===== src/rtl/exu_pkg.sv =====
// Shared operation codes and shift kinds for the execute stage.
// Assumes a 5-bit operation field driven by the decode stage.
package exu_pkg;

    localparam int OP_W = 5;

    typedef enum logic [OP_W-1:0] {
        OP_AND  = 5'd0,
        OP_OR   = 5'd1,
        OP_XOR  = 5'd2,
        OP_NOR  = 5'd3,
        OP_NAND = 5'd4,
        OP_XNOR = 5'd5,
        OP_NOT  = 5'd6,
        OP_ADD  = 5'd7,
        OP_ADDU = 5'd8,
        OP_SUB  = 5'd9,
        OP_SUBU = 5'd10,
        OP_SLT  = 5'd11,
        OP_SLTU = 5'd12,
        OP_SLL  = 5'd13,
        OP_SRL  = 5'd14,
        OP_SRA  = 5'd15,
        OP_MOVZ = 5'd16,
        OP_MOVN = 5'd17,
        OP_AGEN = 5'd18
    } exu_op_e;

    typedef enum logic [1:0] {
        SH_LL = 2'd0,
        SH_RL = 2'd1,
        SH_RA = 2'd2
    } sh_kind_e;

endpackage


===== src/rtl/exu_alu.sv =====
// Single-cycle arithmetic/logic path: bitwise ops, add/subtract with
// signed overflow, compares, conditional-move enable and address add.
// Purely combinational; assumes the caller has already selected B.
module exu_alu
    import exu_pkg::*;
#(
    parameter int WIDTH = 32
) (
    input  exu_op_e           op,
    input  logic [WIDTH-1:0]  a,
    input  logic [WIDTH-1:0]  b,
    output logic [WIDTH-1:0]  res,
    output logic              ovf,
    output logic              wen
);

    localparam int MSB = WIDTH - 1;

    logic [WIDTH-1:0] sum;
    logic [WIDTH-1:0] diff;
    logic             add_ovf;
    logic             sub_ovf;
    logic             b_zero;

    // Shared adder, subtractor and their signed overflow conditions.
    always_comb begin
        sum     = a + b;
        diff    = a - b;
        add_ovf = (a[MSB] == b[MSB]) && (sum[MSB] != a[MSB]);
        sub_ovf = (a[MSB] != b[MSB]) && (diff[MSB] != a[MSB]);
        b_zero  = (b == '0);
    end

    // Operation select.
    always_comb begin
        res = '0;
        ovf = 1'b0;
        wen = 1'b1;
        unique case (op)
            OP_AND:  res = a & b;
            OP_OR:   res = a | b;
            OP_XOR:  res = a ^ b;
            OP_NOR:  res = ~(a | b);
            OP_NAND: res = ~(a & b);
            OP_XNOR: res = ~(a ^ b);
            OP_NOT:  res = ~a;
            OP_ADD:  begin res = sum;  ovf = add_ovf; end
            OP_ADDU: res = sum;
            OP_SUB:  begin res = diff; ovf = sub_ovf; end
            OP_SUBU: res = diff;
            OP_SLT:  res = {{(WIDTH-1){1'b0}}, ($signed(a) < $signed(b))};
            OP_SLTU: res = {{(WIDTH-1){1'b0}}, (a < b)};
            OP_MOVZ: begin res = a; wen = b_zero;  end
            OP_MOVN: begin res = a; wen = !b_zero; end
            OP_AGEN: res = sum;
            default: begin res = '0; wen = 1'b0; end
        endcase
    end

endmodule


===== src/rtl/exu_shift.sv =====
// Barrel shifter for logical left, logical right and arithmetic right.
// Combinational; the amount is already reduced to log2(WIDTH) bits.
module exu_shift
    import exu_pkg::*;
#(
    parameter int WIDTH = 32,
    localparam int SHW  = $clog2(WIDTH)
) (
    input  sh_kind_e          kind,
    input  logic [WIDTH-1:0]  a,
    input  logic [SHW-1:0]    amt,
    output logic [WIDTH-1:0]  res
);

    // Select the shift direction and fill.
    always_comb begin
        unique case (kind)
            SH_LL:   res = a << amt;
            SH_RL:   res = a >> amt;
            SH_RA:   res = $unsigned($signed(a) >>> amt);
            default: res = a;
        endcase
    end

endmodule


===== src/rtl/exu_muldiv.sv =====
// Iterative unsigned multiply (shift-add) and restoring divide, one
// operand bit per cycle. A start while idle latches operands; busy holds
// for WIDTH cycles, then done pulses once. Starts while busy are dropped.
module exu_muldiv #(
    parameter int WIDTH = 32,
    localparam int CW   = $clog2(WIDTH + 1)
) (
    input  logic              clk,
    input  logic              rst_n,
    input  logic              start,
    input  logic              div,
    input  logic [WIDTH-1:0]  a,
    input  logic [WIDTH-1:0]  b,
    output logic              busy,
    output logic              done,
    output logic [WIDTH-1:0]  hi,
    output logic [WIDTH-1:0]  lo
);

    logic [WIDTH-1:0] hi_q, lo_q, opb_q;
    logic [WIDTH-1:0] hi_n, lo_n;
    logic [CW-1:0]    cnt_q;
    logic             div_q, busy_q, done_q;
    logic [WIDTH:0]   shifted, trial, addend;
    logic             ge;

    // One iteration step for the active operation.
    always_comb begin
        shifted = {hi_q, lo_q[WIDTH-1]};
        trial   = shifted - {1'b0, opb_q};
        ge      = (shifted >= {1'b0, opb_q});
        addend  = lo_q[0] ? ({1'b0, hi_q} + {1'b0, opb_q}) : {1'b0, hi_q};
        if (div_q) begin
            hi_n = ge ? trial[WIDTH-1:0] : shifted[WIDTH-1:0];
            lo_n = {lo_q[WIDTH-2:0], ge};
        end else begin
            {hi_n, lo_n} = {addend, lo_q[WIDTH-1:1]};
        end
    end

    // Sequencer: accept a start when idle, iterate, then pulse done.
    always_ff @(posedge clk) begin
        if (!rst_n) begin
            hi_q   <= '0;
            lo_q   <= '0;
            opb_q  <= '0;
            cnt_q  <= '0;
            div_q  <= 1'b0;
            busy_q <= 1'b0;
            done_q <= 1'b0;
        end else begin
            done_q <= 1'b0;
            if (busy_q) begin
                hi_q  <= hi_n;
                lo_q  <= lo_n;
                cnt_q <= cnt_q - 1'b1;
                if (cnt_q == CW'(1)) begin
                    busy_q <= 1'b0;
                    done_q <= 1'b1;
                end
            end else if (start) begin
                hi_q   <= '0;
                lo_q   <= a;
                opb_q  <= b;
                div_q  <= div;
                cnt_q  <= CW'(WIDTH);
                busy_q <= 1'b1;
            end
        end
    end

    assign busy = busy_q;
    assign done = done_q;
    assign hi   = hi_q;
    assign lo   = lo_q;

endmodule


===== src/rtl/exec_unit.sv =====
// Execute stage: selects the second operand and shift amount, routes the
// operation to the ALU or shifter, and registers result and flags. The
// iterative multiply/divide unit runs independently alongside.
module exec_unit
    import exu_pkg::*;
#(
    parameter int WIDTH = 32,
    localparam int SHW  = $clog2(WIDTH)
) (
    input  logic              clk,
    input  logic              rst_n,
    input  logic [OP_W-1:0]   op_i,
    input  logic [WIDTH-1:0]  src_a_i,
    input  logic [WIDTH-1:0]  src_b_i,
    input  logic [WIDTH-1:0]  imm_i,
    input  logic              use_imm_i,
    input  logic [SHW-1:0]    shamt_i,
    output logic [WIDTH-1:0]  res_o,
    output logic              zero_o,
    output logic              ovf_o,
    output logic              wen_o,
    input  logic              md_start_i,
    input  logic              md_div_i,
    input  logic [WIDTH-1:0]  md_a_i,
    input  logic [WIDTH-1:0]  md_b_i,
    output logic              md_busy_o,
    output logic              md_done_o,
    output logic [WIDTH-1:0]  md_hi_o,
    output logic [WIDTH-1:0]  md_lo_o
);

    exu_op_e          op;
    sh_kind_e         sh_kind;
    logic [WIDTH-1:0] opnd_b, alu_res, sh_res, nxt_res;
    logic [SHW-1:0]   amt;
    logic             alu_ovf, alu_wen, is_shift;

    // Operand, amount and shift-kind selection.
    always_comb begin
        op       = exu_op_e'(op_i);
        opnd_b   = use_imm_i ? imm_i : src_b_i;
        amt      = use_imm_i ? shamt_i : src_b_i[SHW-1:0];
        is_shift = (op == OP_SLL) || (op == OP_SRL) || (op == OP_SRA);
        unique case (op)
            OP_SRL:  sh_kind = SH_RL;
            OP_SRA:  sh_kind = SH_RA;
            default: sh_kind = SH_LL;
        endcase
    end

    exu_alu #(.WIDTH(WIDTH)) u_alu (
        .op  (op),
        .a   (src_a_i),
        .b   (opnd_b),
        .res (alu_res),
        .ovf (alu_ovf),
        .wen (alu_wen)
    );

    exu_shift #(.WIDTH(WIDTH)) u_shift (
        .kind (sh_kind),
        .a    (src_a_i),
        .amt  (amt),
        .res  (sh_res)
    );

    // Result mux between the two single-cycle paths.
    always_comb nxt_res = is_shift ? sh_res : alu_res;

    // Stage output register.
    always_ff @(posedge clk) begin
        if (!rst_n) begin
            res_o  <= '0;
            zero_o <= 1'b0;
            ovf_o  <= 1'b0;
            wen_o  <= 1'b0;
        end else begin
            res_o  <= nxt_res;
            zero_o <= (nxt_res == '0);
            ovf_o  <= is_shift ? 1'b0 : alu_ovf;
            wen_o  <= is_shift ? 1'b1 : alu_wen;
        end
    end

    exu_muldiv #(.WIDTH(WIDTH)) u_md (
        .clk   (clk),
        .rst_n (rst_n),
        .start (md_start_i),
        .div   (md_div_i),
        .a     (md_a_i),
        .b     (md_b_i),
        .busy  (md_busy_o),
        .done  (md_done_o),
        .hi    (md_hi_o),
        .lo    (md_lo_o)
    );

endmodule


===== config.mk =====
export PLATFORM = sky130hd
export DESIGN_NAME = exec_unit
export DESIGN_NICKNAME = d
export VERILOG_FILES = /design/src/rtl/exu_pkg.sv /design/src/rtl/exu_alu.sv /design/src/rtl/exu_shift.sv /design/src/rtl/exu_muldiv.sv /design/src/rtl/exec_unit.sv
export SDC_FILE = /design/constraint.sdc
export NUM_CORES = 1
export LEC_CHECK = 0
export BUFFER_PORTS_ARGS = -buffer_cell sky130_fd_sc_hd__buf_2
export CORE_MARGIN = 2
export CORE_UTILIZATION = 25
export CTS_BUF_LIST = sky130_fd_sc_hd__clkbuf_8 sky130_fd_sc_hd__clkbuf_16
export DETAILED_ROUTE_END_ITERATION = 7
export GPL_TIMING_DRIVEN = 1
export MAX_ROUTING_LAYER = met4
export PLACE_DENSITY = 0.47
export SYNTH_ARGS = -nofsm -noshare
export SYNTH_HDL_FRONTEND = slang
export SYNTH_SLANG_ARGS = --single-unit

===== constraint.sdc =====
create_clock -name clk -period 5.83 [get_ports clk]
set_input_delay 0.8745 -clock clk [delete_from_list [all_inputs] [get_ports clk]]
set_output_delay 0.8745 -clock clk [all_outputs]
set_load 0.01 [all_outputs]

==> results by group, run 1 <==
Synthesis
  – Post-synth EDFFs: 0
  – Ys flop type: dfxtp_1
  – Async S/R FF share, synth: 0%
  – Yosys warns: 0
  – Area contributors post-synth: dfxtp_1 (14%), ha_1 (10%), a21oi_1 (6.6%), mux2i_1 (6.5%), nand2_1 (5.3%)
  – #FFs+latches synth: 140
  – Mapped cell area: 0.0207 mm2
  – Syn Nets: 3237
  – Most common cell in the netlist: nand2_1
  – Sequential fraction of the synthesis area: 13.5%
  – Unique masters post-synth: 95
  – Top cell type's share of synthesized area: 13.5%
  – Commonest cells post-synth: nand2_1 (290), a21oi_1 (273), nor2_1 (251)
  – Yosys top cell by area: dfxtp_1
  – Gate Count Post-Synth: 2893
  – Avg Inst Size Synth: 7.16 um2

Global routing
  – Largest net degree at the start of global routing: 77
  – Vias in the first global route: 22.5k
  – First-pass GRT wire length: 158000 um
  – Initial antenna violation count: 4
  – GRT Residual Overflow: 0
  – Gr usage total: 25.3%

Pwr
  – Peak VDD IR: 0.206 mV
  – Leak pwr: 10.4 nW
  – Combinational Power Share: 53.1%
  – Clk network pwr share: 23.1%
  – Pwr Total: 0.00461 W
  – Power Dens Cells: 189 mW/mm2
  – Switching power: 0.00215 W
  – Seq pwr share: 23.8%
  – Pint: 0.00246 W
  – Switching share of power: 46.6%

Worst setup path
  – Critical path, cell by cell: buf_2, buf_12, mux2i_1, ha_1, or4_1, nor3_1, nand2_1, o2111ai_1, nand4b_1, a311oi_1, o2111ai_1, nor4_1, buf_4, and4_1, nand3_1, nor4_2
  – Largest stage delay on the critical path: 740 ps
  – Crit path buf inv count: 3
  – CP top delay family: simple AND/OR/NAND/NOR gates
  – Crit start category: input pin
  – Max FO, Critical Path: 39
  – Crit path required time: 6190 ps
  – CP max-delay cell: nor3_1
  – Crit path kind: input pin to flip-flop
  – Reg2Reg Setup Slack: 1430 ps
  – Crit. End Element: flip-flop
  – Critical path data arrival time: 5900 ps
  – Most used cell, CP: o2111ai_1

STA
  – Worst slew pin tran: 1170 ps
  – RSZ-0062 raised after global routing: false
  – Final setup violation count: 0
  – Clock skew: 22.4 ps
  – Max frequency: 181 MHz
  – Minimum clock period: 5540 ps
  – Fin. max-slew vios: 0
  – Final WS setup: 290 ps
  – Hold Vio Cnt, Final: 0
  – Crit share post-route: 95.0%
  – Slew HR: 21.5%
  – Setup TNS: 0 ps

Clock network
  – CTS H-tree lvls: 4
  – Clock Latency Late Sink: 460 ps
  – Clock transition at path regs: 70 ps
  – CTS Buf Count: 17
  – Post_cts resized: 0
  – CTS max path bufs: 2
  – TritonCTS clock tree: yes
  – Post-CTS Repair Setup Buffers: 0
  – Clk sinks: 140
  – Root Driver: clkbuf_16
  – Hold_buf cts: 0

Detailed routing
  – Drt wl/cell: 25.9 um
  – DR vias: 24.6k
  – Antenna-violating nets left: 0
  – Drt pass-1 iters: 6
  – # DRC: 0
  – Via density: 5.87
  – Iter 0 DRT Violations: 2985
  – Routed WL: 109000 um

Cells and area
  – Final-layout fill cell count: 9097
  – Nets@finish: 3455
  – Proportion of layout cells with a drive suffix above 1: 18.2%
  – Final Cell Area: 0.0243 mm2
  – Area Overhead vs Synth: 17.6%
  – Sequential cell area: 0.00281 mm2
  – Area of the multi-input gates: 0.0165 mm2

Run
  – Max cap viols: 0

Placed design
  – GPL Wtd Cong: 1.01
  – Pre-CTS worst setup slack: 14.6 ps
  – Detailed Place HPWL: 85300 um
  – Port Buffers: 275
  – Area post-placement: 0.0238 mm2

Hold path
  – Hold Crit Class: flip-flop to flip-flop

Floorplan
  – Die Ht: 292 um
  – I/O pins: 276
  – DIE AREA: 0.0851 mm2
  – Rows: 105
  – Die width: 292 um
  – Initial core utilization: 25.3%
  – Core area: 0.0820 mm2

Run status
  – Status: completed
## tightest hold or removal path, cell delays in order (launching register included)
cell and delay, ps:
dfxtp_1 330, nand2_1 60, a21oi_1 50
## final timing paths
kind | startpoint | to | depth (start not counted)
max | use_imm_i | zero_o | 16
min | u_md.opb_q[24] | u_md.opb_q[24] | 2
max reg2reg | u_md.hi[7] | u_md.hi[24] | 13
min reg2reg | u_md.opb_q[24] | u_md.opb_q[24] | 2
## sequential cells by signal, indices dropped and copies added (netlist names)
register and flops:
ovf_o 1, res_o 32, u_md.busy 1, u_md.cnt_q 6, u_md.div_q 1, u_md.done 1, u_md.hi 32, u_md.lo 32
u_md.opb_q 32, wen_o 1, zero_o 1
## area by class of cell
| class | count | share of cell area [%] |
|---|---|---|
| Multi-Input combinational cell | 2378 | 67.8 |
| Sequential cell | 140 | 11.5 |
| Timing Repair Buffer | 428 | 10.6 |
| Tap cell | 1070 | 5.50 |
| Inverter | 146 | 2.26 |
| Clock buffer | 17 | 1.75 |
| Clock inverter | 15 | 0.535 |
| Antenna cell | 5 | 0.0514 |
## stage by stage
step / std cells / hold slack (ps) / utilization (%)
6_report: 4199 / 486 / 29.7
4_1_cts: 4194 / 485 / 29.7
2_1_floorplan: 2893 / 447 / -
3_3_place_gp: 4162 / 468 / 29.0
3_5_place_dp: 4162 / 476 / 29.0
5_1_grt: 4197 / 503 / 29.7
## cells by family after synthesis
logic type | share of synthesized area, %
AOI/OAI and AO/OA | 34.0
muxes | 11.4
and+or+nand+nor | 20.8
DFF | 13.5
adders and majority gates | 10.4
buffers and inverters | 7.26
xor gates and xnor gates | 2.67
## routing by layer
layer | vias to the layer above | GRT usage [%] | wire [um]
met4 | 0 | 10.7 | 5170
li1 | 11274 | - | -
met3 | 207 | 4.01 | 10200
met5 | - | - | 0
met2 | 1389 | 37.6 | 47100
met1 | 11771 | 33.8 | 46500
## power by group through the flow
stage	Combinational [W]	Clock, W	Sequential [W]
detailed placement	0.00237	0	0.00112
finish	0.00245	0.00107	0.00110
global placement	0.00239	0	0.00112
global route	0.00260	0.00113	0.00111
CTS	0.00239	0.00109	0.00110
floorplan	0.00146	0	0.00112
## cell usage in the layout (no fill, tap or decap), drive strengths merged, types with 31 or more instances in the layout
cell,synthesis,layout
nand3,59,59
a21o,47,47
buf,67,428
a31oi,35,35
o221ai,31,31
nor2,252,252
nand2,290,290
o21ai,185,185
mux4,33,33
mux2i,138,138
nor2b,58,58
xnor2,35,35
inv,146,154
nor3,60,60
o211ai,42,42
dfxtp,140,140
a211oi,114,114
ha,165,165
a21oi,273,273
Note: power is estimated with default switching activity, not from simulation.
==> inputs of run 2 (changes only) <==
--- a/config.mk
+++ b/config.mk
@@ -12,7 +12,6 @@
 export DETAILED_ROUTE_END_ITERATION = 7
 export GPL_TIMING_DRIVEN = 1
 export MAX_ROUTING_LAYER = met4
-export PLACE_DENSITY = 0.47
 export SYNTH_ARGS = -nofsm -noshare
 export SYNTH_HDL_FRONTEND = slang
 export SYNTH_SLANG_ARGS = --single-unit
==> run 2 against run 1 <==
Sequential power about the same. Via count increased by 0.86%. Wire length decreased by 5.6%. Global-route usage decreased by 1.6 points. Core utilization decreased by 0.19 points.
==> results by group, run 2 (synthesized netlist as in run 1, its figures left out) <==
STA
  – Hold Vio Cnt, Final: 0 (unchanged)
  – Slew HR: 31.0% (was 21.5%)
  – RSZ-0062 raised after global routing: false (unchanged)
  – Clock skew: 10.3 ps (was 22.4 ps)
  – Worst slew pin tran: 1010 ps (was 1170 ps)
  – Fin. max-slew vios: 0 (unchanged)
  – Setup TNS: 0 ps (unchanged)
  – Min Hold Slack: 484 ps (was 486 ps)
  – Max frequency: 178 MHz (was 181 MHz)
  – Minimum clock period: 5610 ps (was 5540 ps)
  – Crit share post-route: 96.2% (was 95.0%)
  – Final setup violation count: 0 (unchanged)

Clock network
  – Root Driver: clkbuf_16 (unchanged)
  – Clock transition at path regs: 60 ps (was 70 ps)
  – CTS H-tree lvls: 4 (unchanged)
  – TritonCTS clock tree: yes (unchanged)
  – Clock Latency Late Sink: 440 ps (was 460 ps)
  – CTS max path bufs: 2 (unchanged)
  – Hold_buf cts: 0 (unchanged)
  – CTS Buf Count: 17 (unchanged)
  – Clk sinks: 140 (unchanged)
  – Post-CTS Repair Setup Buffers: 0 (unchanged)
  – Post_cts resized: 0 (unchanged)

Worst setup path
  – Crit path kind: input pin to flip-flop (unchanged)
  – Max FO, Critical Path: 15 (was 39)
  – Most used cell, CP: buf_4 (was o2111ai_1)
  – Crit path required time: 6170 ps (was 6190 ps)
  – Crit. End Element: flip-flop (unchanged)
  – CP top delay family: compound AO/OA/AOI/OAI gates (was simple AND/OR/NAND/NOR gates)
  – Critical path data arrival time: 5950 ps (was 5900 ps)
  – Crit path buf inv count: 4 (was 3)
  – CP max-delay cell: a211oi_1 (was nor3_1)
  – Largest stage delay on the critical path: 640 ps (was 740 ps)
  – Critical path, cell by cell: buf_2, buf_4, buf_4, mux2i_1, ha_1, inv_1, a21oi_1, o311ai_0, a211oi_1, o31ai_1, a22o_1, o21ai_0, o311a_1, and4bb_2, nand3_1, nor4_2 (was buf_2, buf_12, mux2i_1, ha_1, or4_1, nor3_1, nand2_1, o2111ai_1, nand4b_1, a311oi_1, o2111ai_1, nor4_1, buf_4, and4_1, nand3_1, nor4_2)
  – Crit start category: input pin (unchanged)

Pwr
  – Switching power: 0.00205 W (was 0.00215 W)
  – Seq pwr share: 23.7% (was 23.8%)
  – Pint: 0.00261 W (was 0.00246 W)
  – Peak VDD IR: 0.208 mV (was 0.206 mV)
  – Pwr Total: 0.00466 W (was 0.00461 W)
  – Clk network pwr share: 25.0% (was 23.1%)
  – Power Dens Cells: 193 mW/mm2 (was 189 mW/mm2)
  – Switching share of power: 44.0% (was 46.6%)
  – Leak pwr: 10.3 nW (was 10.4 nW)
  – Combinational Power Share: 51.3% (was 53.1%)

Floorplan
  – Rows: 105 (unchanged)
  – Die width: 292 um (unchanged)
  – DIE AREA: 0.0851 mm2 (unchanged)
  – Core area: 0.0820 mm2 (unchanged)
  – Initial core utilization: 25.3% (unchanged)
  – I/O pins: 276 (unchanged)
  – Die Ht: 292 um (unchanged)

Detailed routing
  – Routed met1 length: 42400 um (was 46500 um)
  – Drt pass-1 iters: 6 (unchanged)
  – Routed met3 length: 10600 um (was 10200 um)
  – Metal2 WL: 43800 um (was 47100 um)
  – Drt wl/cell: 24.6 um (was 25.9 um)
  – DR vias: 24.9k (was 24.6k)
  – Max Used Layer: met4 (unchanged)
  – # DRC: 0 (unchanged)
  – Routed WL: 103000 um (was 109000 um)
  – Via density: 5.95 (was 5.87)
  – Iter 0 DRT Violations: 3278 (was 2985)
  – Antenna-violating nets left: 0 (unchanged)

Placed design
  – Detailed Place HPWL: 79800 um (was 85300 um)
  – Port Buffers: 275 (unchanged)
  – Area post-placement: 0.0236 mm2 (was 0.0238 mm2)
  – DP Cell Count: 4141 (was 4162)
  – GPL Wtd Cong: 1.09 (was 1.01)

Cells and area
  – Area Overhead vs Synth: 16.9% (was 17.6%)
  – Final Cell Area: 0.0242 mm2 (was 0.0243 mm2)
  – Post-Layout Cell Count: 4177 (was 4199)
  – Commonest non-fill, non-tap cells in the layout: nand2_1 (290), buf_2 (275), a21oi_1 (273) (unchanged)
  – Nets@finish: 3434 (was 3455)
  – Final-layout fill cell count: 9036 (was 9097)
  – Commonest non-fill, non-tap cell in the layout: nand2_1 (unchanged)
  – Proportion of layout cells with a drive suffix above 1: 17.5% (was 18.2%)

Run status
  – Status: completed (unchanged)

Global routing
  – Gr usage total: 23.7% (was 25.3%)
  – Initial antenna violation count: 12 (was 4)
  – Largest net degree at the start of global routing: 83 (was 77)
  – First-pass GRT wire length: 150000 um (was 158000 um)
  – GRT Residual Overflow: 0 (unchanged)
  – Vias in the first global route: 22.4k (was 22.5k)

Hold path
  – Hold Crit Class: flip-flop to flip-flop (unchanged)

Run
  – Max cap viols: 0 (unchanged)
[run 2: cell types whose count changed in the layout (fill, tap and decap cells not counted), moves of 2 or more]
cell / before / now
inv_8: 3 / 0
bufinv_16: 0 / 4
inv_6: 5 / 0
clkinv_2: 1 / 3
buf_4: 149 / 131
buf_12: 4 / 1
nor3_4: 2 / 0
[run 2: layout make-up]
type                            instances  area [um2]  area share, %
Multi-Input combinational cell       2378       16500           68.1
Clock buffer                           18         439           1.82
Sequential cell                       140        2810           11.6
Inverter                              146         549           2.27
Timing Repair Buffer                  407        2380           9.84
Antenna cell                            5        12.5         0.0517
Tap cell                             1070        1340           5.53
Clock inverter                         13         178          0.735
[run 2: power by group through the flow]
stage | Clock, W | Sequential, W | Combinational [W]
global route | 0.00124 | 0.00111 | 0.00254
global placement | 0 | 0.00112 | 0.00231
floorplan | 0 | 0.00112 | 0.00146
CTS | 0.00120 | 0.00110 | 0.00231
finish | 0.00116 | 0.00111 | 0.00239
detailed placement | 0 | 0.00112 | 0.00230
[run 2: metrics by stage]
step / setup WS [ps] / util, %
floorplan: 331 / -
global placement: -92.3 / 28.7
detailed placement: -80.0 / 28.7
CTS: 386 / 29.5
global route: 51.5 / 29.5
finish: 221 / 29.5
[run 2: final timing paths]
check / from / to / slack [ps] / depth (start not counted)
max: use_imm_i / zero_o / 220 / 16
min: u_md.opb_q[31] / u_md.opb_q[31] / 480 / 2
max reg2reg: u_md.opb_q[8] / u_md.hi[21] / 1370 / 14
min reg2reg: u_md.opb_q[31] / u_md.opb_q[31] / 480 / 2
[run 2: layer usage]
layer / track usage (%) / vias to the layer above
met5: - / -
met1: 30.7 / 11721
li1: - / 11208
met3: 4.64 / 298
met2: 35.1 / 1626
met4: 11.6 / 0
[run 2: worst register-to-register path, delay by kind of cell (launching register included)]
kind,cells,cell delay [ps]
compound gates,9,2850
simple gates,2,340
flops,1,410
fa+ha+maj,1,400
buf+inv,1,60
mux,1,300
